### src/rtl/fs_sched_pkg.sv
package fs_sched_pkg;
  typedef enum logic [1:0] {
    CMD_NOP = 2'd0,
    CMD_ACT = 2'd1,
    CMD_RD  = 2'd2,
    CMD_WR  = 2'd3
  } cmd_kind_e;

  typedef enum logic [1:0] {
    MODE_RANK   = 2'd0,
    MODE_BANK   = 2'd1,
    MODE_SHARED = 2'd2,
    MODE_TRIPLE = 2'd3
  } part_mode_e;
endpackage

### src/rtl/fs_slot_timer.sv
module fs_slot_timer #(
  parameter int N_DOM    = 4,
  parameter int DOM_W    = 2,
  parameter int CNT_W    = 6,
  parameter int L_RANK   = 7,
  parameter int L_BANK   = 15,
  parameter int L_SHARED = 43,
  parameter int L_TRIPLE = 15
) (
  input  logic             clk,
  input  logic             rst,
  input  logic [1:0]       mode_sel,
  output logic             slot_start,
  output logic             q_start,
  output logic [DOM_W-1:0] slot_dom,
  output logic [1:0]       slot_grp
);
  import fs_sched_pkg::*;

  logic [CNT_W-1:0] cnt;
  logic [DOM_W-1:0] sidx;
  logic [1:0]       g3;
  logic [1:0]       mode_q;
  logic [1:0]       eff_mode;

  function automatic logic [CNT_W-1:0] last_cnt(input logic [1:0] m);
    int len;
    case (part_mode_e'(m))
      MODE_RANK:   len = L_RANK;
      MODE_BANK:   len = L_BANK;
      MODE_SHARED: len = L_SHARED;
      default:     len = L_TRIPLE;
    endcase
    return CNT_W'(len - 1);
  endfunction

  assign slot_start = (cnt == '0);
  assign q_start    = slot_start && (sidx == '0);
  assign slot_dom   = sidx;
  assign eff_mode   = q_start ? mode_sel : mode_q;
  assign slot_grp   = (part_mode_e'(eff_mode) == MODE_TRIPLE) ? g3 : 2'd0;

  always_ff @(posedge clk) begin
    if (rst) begin
      cnt    <= '0;
      sidx   <= '0;
      g3     <= 2'd0;
      mode_q <= mode_sel;
    end else begin
      if (q_start) mode_q <= mode_sel;
      if (cnt == last_cnt(mode_q)) begin
        cnt  <= '0;
        sidx <= (sidx == DOM_W'(N_DOM - 1)) ? '0 : sidx + 1'b1;
        g3   <= (g3 == 2'd2) ? 2'd0 : g3 + 2'd1;
      end else begin
        cnt <= cnt + 1'b1;
      end
    end
  end
endmodule

### src/rtl/fs_cmd_pipe.sv
module fs_cmd_pipe #(
  parameter int DEPTH = 22,
  parameter int EW    = 24,
  parameter int IDX_W = 5
) (
  input  logic             clk,
  input  logic             rst,
  input  logic             ins_en,
  input  logic [IDX_W-1:0] act_idx,
  input  logic [EW-1:0]    act_ent,
  input  logic [IDX_W-1:0] cas_idx,
  input  logic [EW-1:0]    cas_ent,
  output logic [EW-1:0]    head,
  output logic             clash
);
  logic [EW-1:0] pipe    [DEPTH];
  logic [EW-1:0] shifted [DEPTH];
  logic [EW-1:0] nxt     [DEPTH];
  logic          hit;

  for (genvar i = 0; i < DEPTH; i++) begin : g_shift
    if (i < DEPTH - 1) begin : g_mid
      assign shifted[i] = pipe[i+1];
    end else begin : g_top
      assign shifted[i] = '0;
    end
  end

  always_comb begin
    nxt = shifted;
    hit = 1'b0;
    if (ins_en) begin
      if (nxt[act_idx][EW-1]) hit = 1'b1;
      else                    nxt[act_idx] = act_ent;
      if (nxt[cas_idx][EW-1]) hit = 1'b1;
      else                    nxt[cas_idx] = cas_ent;
    end
  end

  always_ff @(posedge clk) begin
    if (rst) begin
      for (int i = 0; i < DEPTH; i++) pipe[i] <= '0;
      clash <= 1'b0;
    end else begin
      pipe <= nxt;
      if (hit) clash <= 1'b1;
    end
  end

  assign head = pipe[0];
endmodule

### src/rtl/fs_done_gather.sv
module fs_done_gather #(
  parameter int N_DOM = 4
) (
  input  logic             clk,
  input  logic             rst,
  input  logic             q_start,
  input  logic [N_DOM-1:0] taken,
  output logic [N_DOM-1:0] done_mask
);
  logic [N_DOM-1:0] cur_set;
  logic [N_DOM-1:0] prev_set;

  always_ff @(posedge clk) begin
    if (rst) begin
      cur_set   <= '0;
      prev_set  <= '0;
      done_mask <= '0;
    end else if (q_start) begin
      done_mask <= prev_set;
      prev_set  <= cur_set;
      cur_set   <= taken;
    end else begin
      done_mask <= '0;
      cur_set   <= cur_set | taken;
    end
  end
endmodule

### src/rtl/fs_sched.sv
module fs_sched #(
  parameter int N_DOM    = 4,
  parameter int ADDR_W   = 16,
  parameter int T_CAS    = 11,
  parameter int T_CWD    = 5,
  parameter int T_RCD    = 11,
  parameter int L_RANK   = 7,
  parameter int L_BANK   = 15,
  parameter int L_SHARED = 43,
  parameter int L_TRIPLE = 15,
  localparam int DOM_W   = (N_DOM > 1) ? $clog2(N_DOM) : 1
) (
  input  logic                    clk,
  input  logic                    rst,
  input  logic [1:0]              mode_sel,
  input  logic [N_DOM-1:0]        req_valid,
  output logic [N_DOM-1:0]        req_ready,
  input  logic [N_DOM-1:0]        req_we,
  input  logic [N_DOM*ADDR_W-1:0] req_addr,
  output logic [1:0]              cmd_kind,
  output logic [DOM_W-1:0]        cmd_dom,
  output logic [ADDR_W-1:0]       cmd_addr,
  output logic                    cmd_dummy,
  output logic [1:0]              cmd_grp,
  output logic [N_DOM-1:0]        done_mask,
  output logic                    clash_err
);
  import fs_sched_pkg::*;

  localparam int L_MAX1 = (L_RANK > L_BANK) ? L_RANK : L_BANK;
  localparam int L_MAX2 = (L_SHARED > L_TRIPLE) ? L_SHARED : L_TRIPLE;
  localparam int L_MAX  = (L_MAX1 > L_MAX2) ? L_MAX1 : L_MAX2;
  localparam int CNT_W  = $clog2(L_MAX + 1);
  localparam int DEPTH  = T_CAS + T_RCD;
  localparam int IDX_W  = $clog2(DEPTH);
  localparam int W_OFF  = T_CAS - T_CWD;
  localparam int EW     = 1 + 2 + DOM_W + ADDR_W + 1 + 2;

  logic             slot_start, q_start;
  logic [DOM_W-1:0] slot_dom;
  logic [1:0]       slot_grp;
  logic             own_valid, own_we, real_op, is_wr;
  logic [ADDR_W-1:0] own_addr, use_addr;
  logic [IDX_W-1:0] act_idx, cas_idx;
  logic [EW-1:0]    act_ent, cas_ent, head;
  logic             head_v;
  logic [1:0]       head_kind;

  fs_slot_timer #(
    .N_DOM(N_DOM), .DOM_W(DOM_W), .CNT_W(CNT_W),
    .L_RANK(L_RANK), .L_BANK(L_BANK), .L_SHARED(L_SHARED), .L_TRIPLE(L_TRIPLE)
  ) u_timer (
    .clk(clk), .rst(rst), .mode_sel(mode_sel),
    .slot_start(slot_start), .q_start(q_start),
    .slot_dom(slot_dom), .slot_grp(slot_grp)
  );

  for (genvar d = 0; d < N_DOM; d++) begin : g_ready
    assign req_ready[d] = slot_start && (slot_dom == DOM_W'(d));
  end

  assign own_valid = req_valid[slot_dom];
  assign own_we    = req_we[slot_dom];
  assign own_addr  = req_addr[slot_dom*ADDR_W +: ADDR_W];
  assign real_op   = own_valid;
  assign is_wr     = real_op && own_we;
  assign use_addr  = real_op ? own_addr : '0;

  assign act_idx = is_wr ? IDX_W'(W_OFF) : '0;
  assign cas_idx = act_idx + IDX_W'(T_RCD);
  assign act_ent = {1'b1, CMD_ACT, slot_dom, use_addr, ~real_op, slot_grp};
  assign cas_ent = {1'b1, (is_wr ? CMD_WR : CMD_RD), slot_dom, use_addr, ~real_op, slot_grp};

  fs_cmd_pipe #(.DEPTH(DEPTH), .EW(EW), .IDX_W(IDX_W)) u_pipe (
    .clk(clk), .rst(rst), .ins_en(slot_start),
    .act_idx(act_idx), .act_ent(act_ent),
    .cas_idx(cas_idx), .cas_ent(cas_ent),
    .head(head), .clash(clash_err)
  );

  assign {head_v, head_kind, cmd_dom, cmd_addr, cmd_dummy, cmd_grp} = head;
  assign cmd_kind = head_v ? head_kind : CMD_NOP;

  fs_done_gather #(.N_DOM(N_DOM)) u_done (
    .clk(clk), .rst(rst), .q_start(q_start),
    .taken(req_valid & req_ready), .done_mask(done_mask)
  );
endmodule

### config.mk
export PLATFORM = sky130hd
export DESIGN_NAME = fs_sched
export DESIGN_NICKNAME = d
export VERILOG_FILES = /design/src/rtl/fs_sched_pkg.sv /design/src/rtl/fs_slot_timer.sv /design/src/rtl/fs_cmd_pipe.sv /design/src/rtl/fs_done_gather.sv /design/src/rtl/fs_sched.sv
export SDC_FILE = /design/constraint.sdc
export NUM_CORES = 1
export LEC_CHECK = 0
export ABC_CLOCK_PERIOD_IN_PS = 2750
export BUFFER_PORTS_ARGS = -buffer_cell sky130_fd_sc_hd__clkbuf_2
export CAP_MARGIN = 0
export CORE_ASPECT_RATIO = 1.75
export CORE_MARGIN = 3
export CORE_UTILIZATION = 52
export DETAILED_ROUTE_END_ITERATION = 10
export PLACE_DENSITY = 0.73
export SLEW_MARGIN = 40
export SYNTH_ARGS = -nofsm -noshare
export SYNTH_HDL_FRONTEND = slang
export SYNTH_SLANG_ARGS = --single-unit
### constraint.sdc
create_clock -name clk -period 2.75 [get_ports clk]
set_clock_uncertainty 0.2 [all_clocks]
set_input_delay 0.275 -clock clk [delete_from_list [all_inputs] [get_ports clk]]
set_output_delay 0.275 -clock clk [all_outputs]
set_load 0.005 [all_outputs]
# After elaboration in Yosys (flattened, before gate mapping)
# Index checks and enable logic that the tools add are counted.
# word_totals
inputBits,76
register_bits,553
output_inout_bits,32
word_cells,103
# op_classes
magnitude_cmp,5
n_addsub,5
bitwise,7
muxes,35
n_reduce_logical,13
shift,1
n_eq_ne,7
# ops
op,count
528-bit two-way mux,4
528-bit bitwise mux,2
24-bit binary-select mux with 5-bit select,2
24-bit demux with 5-bit select,2
24-bit two-way mux,6
64-bit by 7-bit variable part select with 16-bit output,1
16-bit two-way mux,1
6-bit >= comparator (second input constant),2
6-bit by 1-bit < comparator with 1-bit output (second input constant),2
2-bit two-way mux,6
6-bit case mux with 2 select lines,1
2-bit == test (second input constant),5
1-bit logical AND,7
6-bit by 1-bit adder with 6-bit output (second input constant),1
6-bit == test,1
6-bit logical NOT,1
1-bit two-way mux,6
6-bit two-way mux,1
3-bit NOT with 6-bit output,1
5-bit NOT with 6-bit output,1
2-bit OR reduction,3
6-bit by 2-bit subtractor with 6-bit output (second input constant),1
3-bit by 4-bit adder with 5-bit output (second input constant),1
2-bit by 1-bit adder with 2-bit output (second input constant),2
other kinds (9),13

# Depth between registers and ports, before layout
# Gate-level depths: netlist of run 1.
# logic_depth
depth_word,17
depth_mapped,8
depth_no_buf,6

# Cells and area by module
# Synthesis of run 1 repeated with hierarchy kept, for this count alone.
# hier_totals
hier_cells,3631
area_unflattened_um2,28660.0
# modules_own_cells
module,n_inst,area_per_inst_um2,cells_each,seq_area_each_um2
fs_cmd_pipe,1,26952.1,3466,10590.2
fs_sched,1,670.6,56,0.0
fs_slot_timer,1,626.9,70,240.2
fs_done_gather,1,410.4,39,240.2

# Worst setup path before layout of run 1
# OpenSTA, ideal clock, no wires.
# synth_path
path_kind,flip-flop to flip-flop
startpoint,reg u_timer.sidx[0] (netlist: u_timer.slot_dom[0])
endpoint,reg u_pipe.pipe (netlist bit u_pipe.head[0])
n_path_buf,2
t_arrival_ns,2.250
synth_period_minus_slack_ns,2.551
path_slack_ns,0.199
path_stages_with_launch,8
required_time_ns,2.449
path_cell_list,dfxtp_1 -> buf_2 -> buf_2 -> inv_1 -> ha_1 -> nand3_2 -> mux2_2 -> o41ai_1
# synth_via
elab_chain_cells,17
word_cells_on_any_way,36
# synth_lines
item,line_no,text
start: declaration,fs_slot_timer.sv:21,logic [DOM_W-1:0] sidx;
start signal: assignment,fs_slot_timer.sv:53,sidx <= (sidx == DOM_W'(N_DOM - 1)) ? '0 : sidx + 1'b1;
1-bit binary-select mux with 2-bit select (on tied branches),"fs_sched.sv:62, fs_sched.sv:63",
1-bit two-way mux (on tied branches),"fs_sched.sv:62, fs_sched.sv:63",
1-bit logical AND,fs_sched.sv:66,assign is_wr = real_op && own_we;
3-bit two-way mux,fs_sched.sv:69,assign act_idx = is_wr ? IDX_W'(W_OFF) : '0;
3-bit NOT with 6-bit output (not written as such),"fs_cmd_pipe.sv:33, fs_cmd_pipe.sv:34",
6-bit >= comparator (not written as such) / 6-bit by 1-bit < comparator with 1-bit output (equally long branches),fs_cmd_pipe.sv:34,else nxt[act_idx] = act_ent;
1-bit logical AND (not written as such),fs_cmd_pipe.sv:34,
24-bit two-way mux (not written as such),fs_cmd_pipe.sv:34,
24-bit demux with 5-bit select,fs_cmd_pipe.sv:34,
528-bit bitwise mux,fs_cmd_pipe.sv:34,
528-bit two-way mux,fs_cmd_pipe.sv:33,if (nxt[act_idx][EW-1]) hit = 1'b1;
528-bit two-way mux,fs_cmd_pipe.sv:32,if (ins_en) begin
24-bit binary-select mux with 5-bit select,fs_cmd_pipe.sv:35,if (nxt[cas_idx][EW-1]) hit = 1'b1;
24-bit two-way mux (not written as such) (2 in series),fs_cmd_pipe.sv:35,
528-bit two-way mux (*),fs_cmd_pipe.sv:35,
528-bit two-way mux (*),fs_cmd_pipe.sv:32,
end signal: assignment,fs_cmd_pipe.sv:45,pipe <= nxt;
end: declaration,fs_cmd_pipe.sv:16,logic [EW-1:0] pipe [DEPTH];
# Every way passes the cells marked *; elsewhere a longest branch is shown, timed or not. The select of a mux whose other input is x is not followed.
# A chain may end at the register's enable or synchronous reset.

# Worst setup path in the final report of run 1
# layout_path
startpoint,reg u_timer.cnt[0]
endpoint,out req_ready[0]
# layout_via
elab_chain_cells,2
# layout_lines
item,line_no,text
start: declaration,fs_slot_timer.sv:20,logic [CNT_W-1:0] cnt;
start signal: assignment,fs_slot_timer.sv:56,cnt <= cnt + 1'b1;
6-bit logical NOT,fs_slot_timer.sv:37,assign slot_start = (cnt == '0);
1-bit logical AND,fs_sched.sv:59,assign req_ready[d] = slot_start && (slot_dom == DOM_W'(d));
end: declaration,fs_sched.sv:17,"output logic [N_DOM-1:0] req_ready,"
# No other way between the ends.

==> results of run 1 <==
[state kept, by name, summed over array words and instances (netlist names), 2 cells and up, named ones only]
| register | cells |
|---|---|
| u_done.cur_set | 3 |
| u_done.done_mask | 4 |
| u_done.prev_set | 4 |
| u_pipe.head | 24 |
| u_pipe.pipe | 397 |
| u_timer.cnt | 6 |
| u_timer.g3 | 2 |
| u_timer.mode_q | 2 |
| u_timer.slot_dom | 2 |
[metrics by stage]
| step | setup slack [ns] | instance area, um2 | hold WS [ns] |
|---|---|---|---|
| floorplan | 0.199 | 13500 | 0.211 |
| global placement | 0.481 | 14100 | 0.215 |
| detailed placement | 0.371 | 14100 | 0.220 |
| CTS | 0.253 | 15600 | 0.000146 |
| global route | 0.153 | 15600 | 0.0203 |
| finish | 0.276 | 15600 | 0.0159 |
[power breakdown]
group	switching, mW	internal (mW)
registers	0.0243	6.53
clock network	2.26	3.07
logic	0.282	0.172
total	2.56	9.78
[kinds of logic (layout without fill, tap and decap cells)]
group	Yosys count	count (layout)
and+or+nand+nor	487	487
other	1	1
xor gates and xnor gates	4	4
DFF	446	446
muxes	42	42
adders and majority gates	7	7
buffers and inverters	104	216
AOI/OAI and AO/OA	68	68
[worst min path at each step]
stage	end	depth (start not counted)	slack [ns]
floorplan	u_pipe.head[21]	2	0.21
global placement	u_pipe.pipe[332]	1	0.22
detailed placement	u_pipe.pipe[284]	1	0.22
CTS	u_pipe.pipe[111]	3	0.0001
global route	u_pipe.pipe[109]	3	0.02
finish	u_pipe.pipe[105]	3	0.02
[critical path, delay by kind of cell (launching register included)]
family                   cells  cell delay (ns)
adder cells (fa/ha/maj)      1             0.17
buffers and inverters        3             0.39
AND/OR/NAND/NOR              2             0.56
flip-flops                   1             0.33
[per-layer routing]
metal / share of wire (%) / GRT usage [%] / vias to the layer above
met3: 4.1 / 2.92 / 45
met5: 0 / 0 / -
met2: 48 / 24.8 / 155
met4: 3.4 / 6.20 / 0
met1: 45 / 19.6 / 3561
li1: - / - / 3862
[final cells by class]
class                   instances  area (um2)
flip-flops and latches        446        8930
inverters                      12        45.0
clock inverters                15         208
fillers                      2019        9870
multi-input cells             609        4080
repair buffers                138         853
well taps                     316         395
clock buffers                  51        1050
[cell usage in the layout, fill, tap and decap left out, types with 7 or more instances in the layout]
| master | synthesis | routed |
|---|---|---|
| o21ai_0 | 36 | 36 |
| mux2i_1 | 20 | 20 |
| dlygate4sd3_1 | 0 | 20 |
| mux4_2 | 18 | 18 |
| dfxtp_1 | 446 | 445 |
| a21oi_1 | 12 | 12 |
| inv_1 | 12 | 11 |
| nor3_1 | 8 | 7 |
| clkbuf_1 | 56 | 7 |
| ha_1 | 7 | 7 |
| nor2b_1 | 328 | 328 |
| clkbuf_8 | 0 | 7 |
| buf_4 | 21 | 9 |
| and3_1 | 10 | 10 |
| nand3_1 | 47 | 47 |
| and2_1 | 19 | 19 |
| nor2_1 | 8 | 8 |
| clkbuf_16 | 0 | 37 |
| nand2_1 | 48 | 48 |
| clkbuf_2 | 0 | 106 |
==> run metrics, run 1 <==
post-synthesis cell type count=43; Seq/Total Area, Yosys=66.2%; worst reg2reg setup slack=0.36 ns; Critical Path Source=u_timer.cnt[0]; DIE AREA=0.0280 mm2; worst slew pin tran=0.768 ns; Synth Flop Type=dfxtp_1; min-delay src=req_addr[6]; hold buffer count at cts=20; r2r worst-path depth=4; Area Growth Syn to Fin=15.3%; core footprint=0.0254 mm2; fin. max-slew vios=0; Worst setup SP type=flop; routability cong.=0.800; vias per std cell=4.80; adder-cell share of the synthesized area=0.649%; fmax=404 MHz; Num CTS Buffers=37; clock tree buffer depth=3; hold crit path type=primary input to flop; Routed WL=21300 um; GRT Total Usage=15.1%; Root Buffer=clkbuf_16; placed cell count=1501; Top Ports=108; worst skew pair latency=0.53 ns; CP max stage delay=0.33 ns; Final ANT Viol Nets=0; Final Hold Viols=0; CP Class=flop to output pin; count leader, synth=dfxtp_1; simple-gate share of the synthesized area=21.3%; fin nets=1327; Worst Setup End Kind=output pin; Detailed Route Iter0 Violations=334; min Tclk post-route=2.47 ns; Reg clk slew, reported paths=0.06 ns; Post-CTS Resized=0; worst setup path endpoint=req_ready[0]; # H-tree levels=2; PD cells=793 mW/mm2; status=finished clean; num rows=77; CP Cell Sequence=inv_1 > ha_1 > nor4b_4 > nand3_2 > inv_1 > clkbuf_2; post-synthesis compound-gate area fraction=3.19%; CTS tree=built; WP data arrival=2.00 ns; Max Cap Violations=0; fin crit share=90.0%; Worst VDD drop=0.518 mV; Synth top cells by count=446 x dfxtp_1, 328 x nor2b_1, 56 x clkbuf_1; number of flops mapped to enable cells by yosys=0; Synth top area share=66.2%; Starting Density=53.0%; Final Non-Filler Cells=1587; pin count of the biggest net entering global routing=191; port buffer count=107; Syn Area/Cell=11.6 um2; final core utilization=61.2%; Worst R2R End=u_pipe.pipe[110]; Seq cells post-synth=446; HPWL Detailed=13000 um; Post-Synthesis Cell Area=0.0135 mm2; diode count=0; Pleak=6.32 nW; critical path's slowest cell=dfxtp_1; clk sinks=446; asr flop ratio synth=0%; net count after synthesis=1242; final setup TNS=0 ns; largest family of logic cells by synthesized area=simple AND/OR/NAND/NOR gates; DR pass1 iterations=4; Worst Path Max Fanout=10; Pwr Total=12.3 mW; first-pass GRT wire length=34600 um; vias in the first global route=7238; die height=219 um; worst relative slew slack=48.8%; drt drc=0; post-detailed-route wirelength per cell=13.4 um; CP dominant cell by count=inv_1; share of layout cells above drive strength 1=16.5%; initial antenna violation count=0; RSZ-0062 raised after global routing=no; post-synthesis mux area share=4.82%; setup violators final=0; die extent in x=128 um; main area contributors after synthesis=dfxtp_1 66%, nor2b_1 15%, mux4_2 3.0%; DR vias=7623; post-synth top area cell=dfxtp_1; Syn Inst Count=1159; Critical Path RT=2.28 ns; Congestion Overflow GR=0; setup repair bufs after CTS=0; Post-Synth XOR/XNOR Area=0.260%; yosys warns=0; R2R Path Start=u_timer.slot_dom[0]
Note: power is estimated with default switching activity, not from simulation.
==> run 2: changes to the inputs <==
--- a/config.mk
+++ b/config.mk
@@ -13,6 +13,7 @@
 export CORE_UTILIZATION = 52
 export DETAILED_ROUTE_END_ITERATION = 10
 export PLACE_DENSITY = 0.73
+export REMOVE_ABC_BUFFERS = 1
 export SLEW_MARGIN = 40
 export SYNTH_ARGS = -nofsm -noshare
 export SYNTH_HDL_FRONTEND = slang
==> run 2 against run 1 <==
Compared with the run above: total power up 0.22%; utilization rose by 0.064 points; first-iteration DRC count grew 11%; count of clock-buffer cells in the layout up 8; critical path type unchanged; die area did not move; register-to-register slack lost 0.07 ns; largest cell class unchanged.
==> run metrics, run 2 (synthesized netlist as in run 1, its figures left out) <==
Pwr Total=12.4 mW; DR pass1 iterations=4; fmax=400 MHz; number of flip-flops in the largest register=397; setup violators final=0; Routed WL=23800 um; Critical Path Source=u_timer.cnt[0]; pre-CTS setup slack=0.337 ns; critical path's slowest cell=nor4b_4; vias in the first global route=7804; die extent in x=128 um; Worst Path Max Fanout=10; share of layout cells above drive strength 1=16.9%; Reg clk slew, reported paths=0.06 ns; Detailed Route Iter0 Violations=371; DIE AREA=0.0280 mm2; R2R Path Start=u_timer.cnt[0]; PD cells=794 mW/mm2; status=finished clean; Worst Setup Slack, final=0.253 ns; Pleak=6.34 nW; Starting Density=53.0%; final setup TNS=0 ns; fin nets=1329; core footprint=0.0254 mm2; Max Cap Violations=0; clock tree buffer depth=3; Worst Setup End Kind=output pin; CTS tree=built; pin count of the biggest net entering global routing=168; min Tclk post-route=2.50 ns; Critical Path RT=2.28 ns; # H-tree levels=2; drt drc=0; Final Hold Viols=0; Final ANT Viol Nets=0; HPWL Detailed=14500 um; commonest non-fill, non-tap cells in the layout=445 x dfxtp_1, 328 x nor2b_1, 106 x clkbuf_2; Num CTS Buffers=38; Root Buffer=clkbuf_16; CP max stage delay=0.34 ns; num rows=77; r2r worst-path depth=7; setup repair bufs after CTS=0; DR vias=7692; vias per std cell=4.84; Worst R2R End=u_pipe.pipe[360]; port buffer count=107; fin. max-slew vios=0; placed cell count=1505; worst reg2reg setup slack=0.29 ns; Worst VDD drop=0.499 mV; GRT Total Usage=17.4%; CP Class=flop to output pin; Worst setup SP type=flop; initial antenna violation count=0; RSZ-0062 raised after global routing=no; WP data arrival=2.02 ns; most common cell after layout, fill and taps aside=dfxtp_1; Top Ports=108; minimum hold slack=0.00767 ns; largest register by flop count=u_pipe.pipe; diode count=0; worst slew pin tran=0.762 ns; clk sinks=446; first-pass GRT wire length=39100 um; die height=219 um; worst skew pair latency=0.52 ns; hold crit path type=primary input to flop; routability cong.=0.777; worst relative slew slack=49.2%; fin crit share=90.8%; post-detailed-route wirelength per cell=15.0 um; CP dominant cell by count=inv_1; fill count=2065; Area Growth Syn to Fin=15.5%; Congestion Overflow GR=0; CP Cell Sequence=inv_1 > ha_1 > nor4b_4 > nand3_4 > inv_1 > clkbuf_2; worst setup path endpoint=req_ready[0]; Final Non-Filler Cells=1590
==> run 2: final cells by class <==
| cell class | count | area, um2 | share of cell area, % |
|---|---|---|---|
| clock inverters | 9 | 80.1 | 0.514 |
| multi-input cells | 609 | 4090 | 26.2 |
| repair buffers | 139 | 845 | 5.42 |
| inverters | 12 | 45.0 | 0.289 |
| flip-flops and latches | 446 | 8930 | 57.3 |
| well taps | 316 | 395 | 2.54 |
| clock buffers | 59 | 1190 | 7.66 |
==> run 2: stage by stage <==
step	util (%)	instance area, um2
2_1_floorplan	-	13100
3_3_place_gp	55.5	14100
3_5_place_dp	55.5	14100
4_1_cts	61.2	15600
5_1_grt	61.2	15600
6_report	61.2	15600
==> run 2: how the worst min path moves through the flow <==
stage,from,to,slack [ns],cells past startpoint
floorplan,rst,u_done.prev_set[0],0.14,1
global placement,u_pipe.pipe[366],u_pipe.pipe[390],0.22,1
detailed placement,u_pipe.pipe[168],u_pipe.pipe[192],0.22,1
CTS,req_addr[9],u_pipe.pipe[108],0.0006,3
global route,req_addr[9],u_pipe.pipe[108],0.0004,3
finish,req_addr[41],u_pipe.pipe[108],0.008,3
==> run 2: worst max-delay path, delay by kind of cell, from the launching register on <==
kind	cells	cell delay [ns]
flip-flops	1	0.33
adder cells (fa/ha/maj)	1	0.17
AND/OR/NAND/NOR	2	0.54
buffers and inverters	3	0.45
==> run 2: report_power, final <==
part,switching (mW),leakage (nW),internal [mW]
registers,0.0252,3.60,6.53
clock network,2.24,0.629,3.09
logic,0.302,2.11,0.173
==> run 2: routing by layer <==
metal  share of wire, %  vias to the layer above  track usage [%]
met5                  0                        -                0
met4                2.3                        0             6.37
met3                4.4                       35             3.00
met2                 50                      131             29.8
met1                 43                     3669             22.0
li1                   -                     3857                -
==> run 2: repair_timing <==
item | CTS | global route
hold buffers | 16 | 1
endpoints found under the hold margin | 41 | 1
endpoints found under the setup margin | 0 | 1
gates resized for setup | 0 | 1
==> run 3: changes to the inputs <==
--- a/config.mk
+++ b/config.mk
@@ -8,12 +8,10 @@
 export ABC_CLOCK_PERIOD_IN_PS = 2750
 export BUFFER_PORTS_ARGS = -buffer_cell sky130_fd_sc_hd__clkbuf_2
 export CAP_MARGIN = 0
-export CORE_ASPECT_RATIO = 1.75
 export CORE_MARGIN = 3
 export CORE_UTILIZATION = 52
 export DETAILED_ROUTE_END_ITERATION = 10
 export PLACE_DENSITY = 0.73
-export REMOVE_ABC_BUFFERS = 1
 export SLEW_MARGIN = 40
 export SYNTH_ARGS = -nofsm -noshare
 export SYNTH_HDL_FRONTEND = slang
==> run 3 against run 2 <==
Compared with the run above: sequential power about the same; die area fell by 0.27%; critical path depth stayed put; sequential cell count did not move; first-iteration DRC count grew 3.2%; routed wire length is 12% lower; via count shrank 2.1%; hold slack better by 0.014 ns; setup slack worse by 0.060 ns.
==> run metrics, run 3 (synthesized netlist as in run 1, its figures left out) <==
status=finished clean; diode count=0; routability cong.=0.829; first-pass GRT wire length=35200 um; Detailed Route Iter0 Violations=383; r2r worst-path depth=7; HPWL Detailed=12900 um; CP Cell Sequence=inv_1 > ha_1 > nor4b_4 > nand3_2 > inv_1 > clkbuf_2; drt drc=0; DIE AREA=0.0279 mm2; WP data arrival=2.08 ns; Pwr Total=12.8 mW; clk sinks=446; Final ANT Viol Nets=0; hold crit path type=primary input to flop; Worst VDD drop=0.493 mV; worst slew pin tran=0.758 ns; CP dominant cell by count=inv_1; Reg area=0.00893 mm2; share of layout cells above drive strength 1=17.4%; largest register by flop count=u_pipe.pipe; minimum hold slack=0.0214 ns; commonest non-fill, non-tap cells in the layout=445 x dfxtp_1, 328 x nor2b_1, 106 x clkbuf_2; Top Ports=108; CP max stage delay=0.34 ns; worst setup path endpoint=req_ready[0]; fmax=391 MHz; final setup TNS=0 ns; Final Non-Filler Cells=1606; die height=167 um; core footprint=0.0253 mm2; CTS tree=built; initial antenna violation count=0; number of flip-flops in the largest register=397; Reg clk slew, reported paths=0.06 ns; Starting Density=53.3%; Routed WL=20900 um; Num CTS Buffers=43; setup violators final=0; placed cell count=1516; Pleak=6.38 nW; pin count of the biggest net entering global routing=162; PD cells=816 mW/mm2; DR pass1 iterations=4; fin. max-slew vios=0; RSZ-0062 raised after global routing=no; Hold Path Cell Cnt=3; worst reg2reg setup slack=0.25 ns; Area Growth Syn to Fin=16.2%; Worst setup SP type=flop; Final Hold Viols=0; Worst Setup End Kind=output pin; port buffer count=107; Congestion Overflow GR=0; critical path's slowest cell=dfxtp_1; worst relative slew slack=49.5%; area of the multi-input gates=0.00408 mm2; vias per std cell=4.69; Critical Path Source=u_timer.cnt[0]; post-detailed-route wirelength per cell=13.0 um; R2R Path Start=u_timer.cnt[0]; Worst Path Max Fanout=10; CP Class=flop to output pin; fin nets=1327; worst skew pair latency=0.53 ns; Root Buffer=clkbuf_16; fin crit share=93.0%; Critical Path RT=2.28 ns; min Tclk post-route=2.56 ns; num rows=58; Worst R2R End=u_done.cur_set[1]; Max Cap Violations=0; GRT Total Usage=15.3%; clock tree buffer depth=3; DR vias=7533; # H-tree levels=2; fill count=1942; die extent in x=167 um; most common cell after layout, fill and taps aside=dfxtp_1; vias in the first global route=7330
==> run 3: cell types whose count changed in the layout (fill, tap and decap cells not counted), moves of 3 or more <==
| cell | previous run | this run |
|---|---|---|
| dlygate4sd3_1 | 17 | 13 |
| buf_4 | 13 | 10 |
| bufinv_16 | 1 | 4 |
| clkinv_2 | 5 | 8 |
==> run 3: worst min-delay path by stage <==
stage,from,endpoint,slack [ns]
after global placement,u_pipe.pipe[357],u_pipe.pipe[381],0.21
after detailed placement,u_pipe.pipe[200],u_pipe.pipe[224],0.22
after CTS,req_addr[12],u_pipe.pipe[111],0.001
final,req_addr[11],u_pipe.pipe[110],0.02
after floorplan,u_pipe.pipe[501],u_pipe.head[21],0.21
after global routing,req_addr[11],u_pipe.pipe[110],0.01
==> run 3: area by class of cell <==
type | count | area share (%)
sequential | 446 | 56.9
multi-input combinational | 609 | 26.0
clock buffer | 58 | 7.73
timing repair buffer | 132 | 4.99
tap | 330 | 2.63
clock inverter | 19 | 1.40
inverter | 12 | 0.287
==> run 3: where the power goes <==
part,internal (mW),total (mW),switching [mW]
logic,0.165,0.452,0.287
clock network,3.48,5.78,2.30
registers,6.54,6.56,0.0239
==> run 3: stage by stage <==
stage | utilization, % | area, um2 | worst slack [ns]
global route | 61.9 | 15700 | 0.0258
CTS | 61.9 | 15700 | 0.200
floorplan | - | 13500 | 0.199
finish | 61.9 | 15700 | 0.193
global placement | 55.7 | 14100 | 0.469
detailed placement | 55.8 | 14100 | 0.403
==> run 3: timing repair <==
| action | CTS | global route |
|---|---|---|
| hold buffers | 13 | 0 |
| setup buffers | 0 | 0 |
| gates resized for setup | 0 | 0 |
| endpoints found under the hold margin | 37 | 0 |
==> run 3: per-layer routing <==
layer / wire length [um] / global-route usage (%) / vias to the layer above
li1: - / - / 3865
met1: 10100 / 21.0 / 3489
met2: 9590 / 24.4 / 149
met3: 844 / 2.99 / 30
met4: 395 / 5.24 / 0
met5: 0 / 0 / -
==> run 3: critical path, delay by kind of cell, from the launching register on <==
kind	cells	cell delay, ns
simple gates	2	0.62
buf+inv	3	0.42
flops	1	0.34
fa+ha+maj	1	0.19
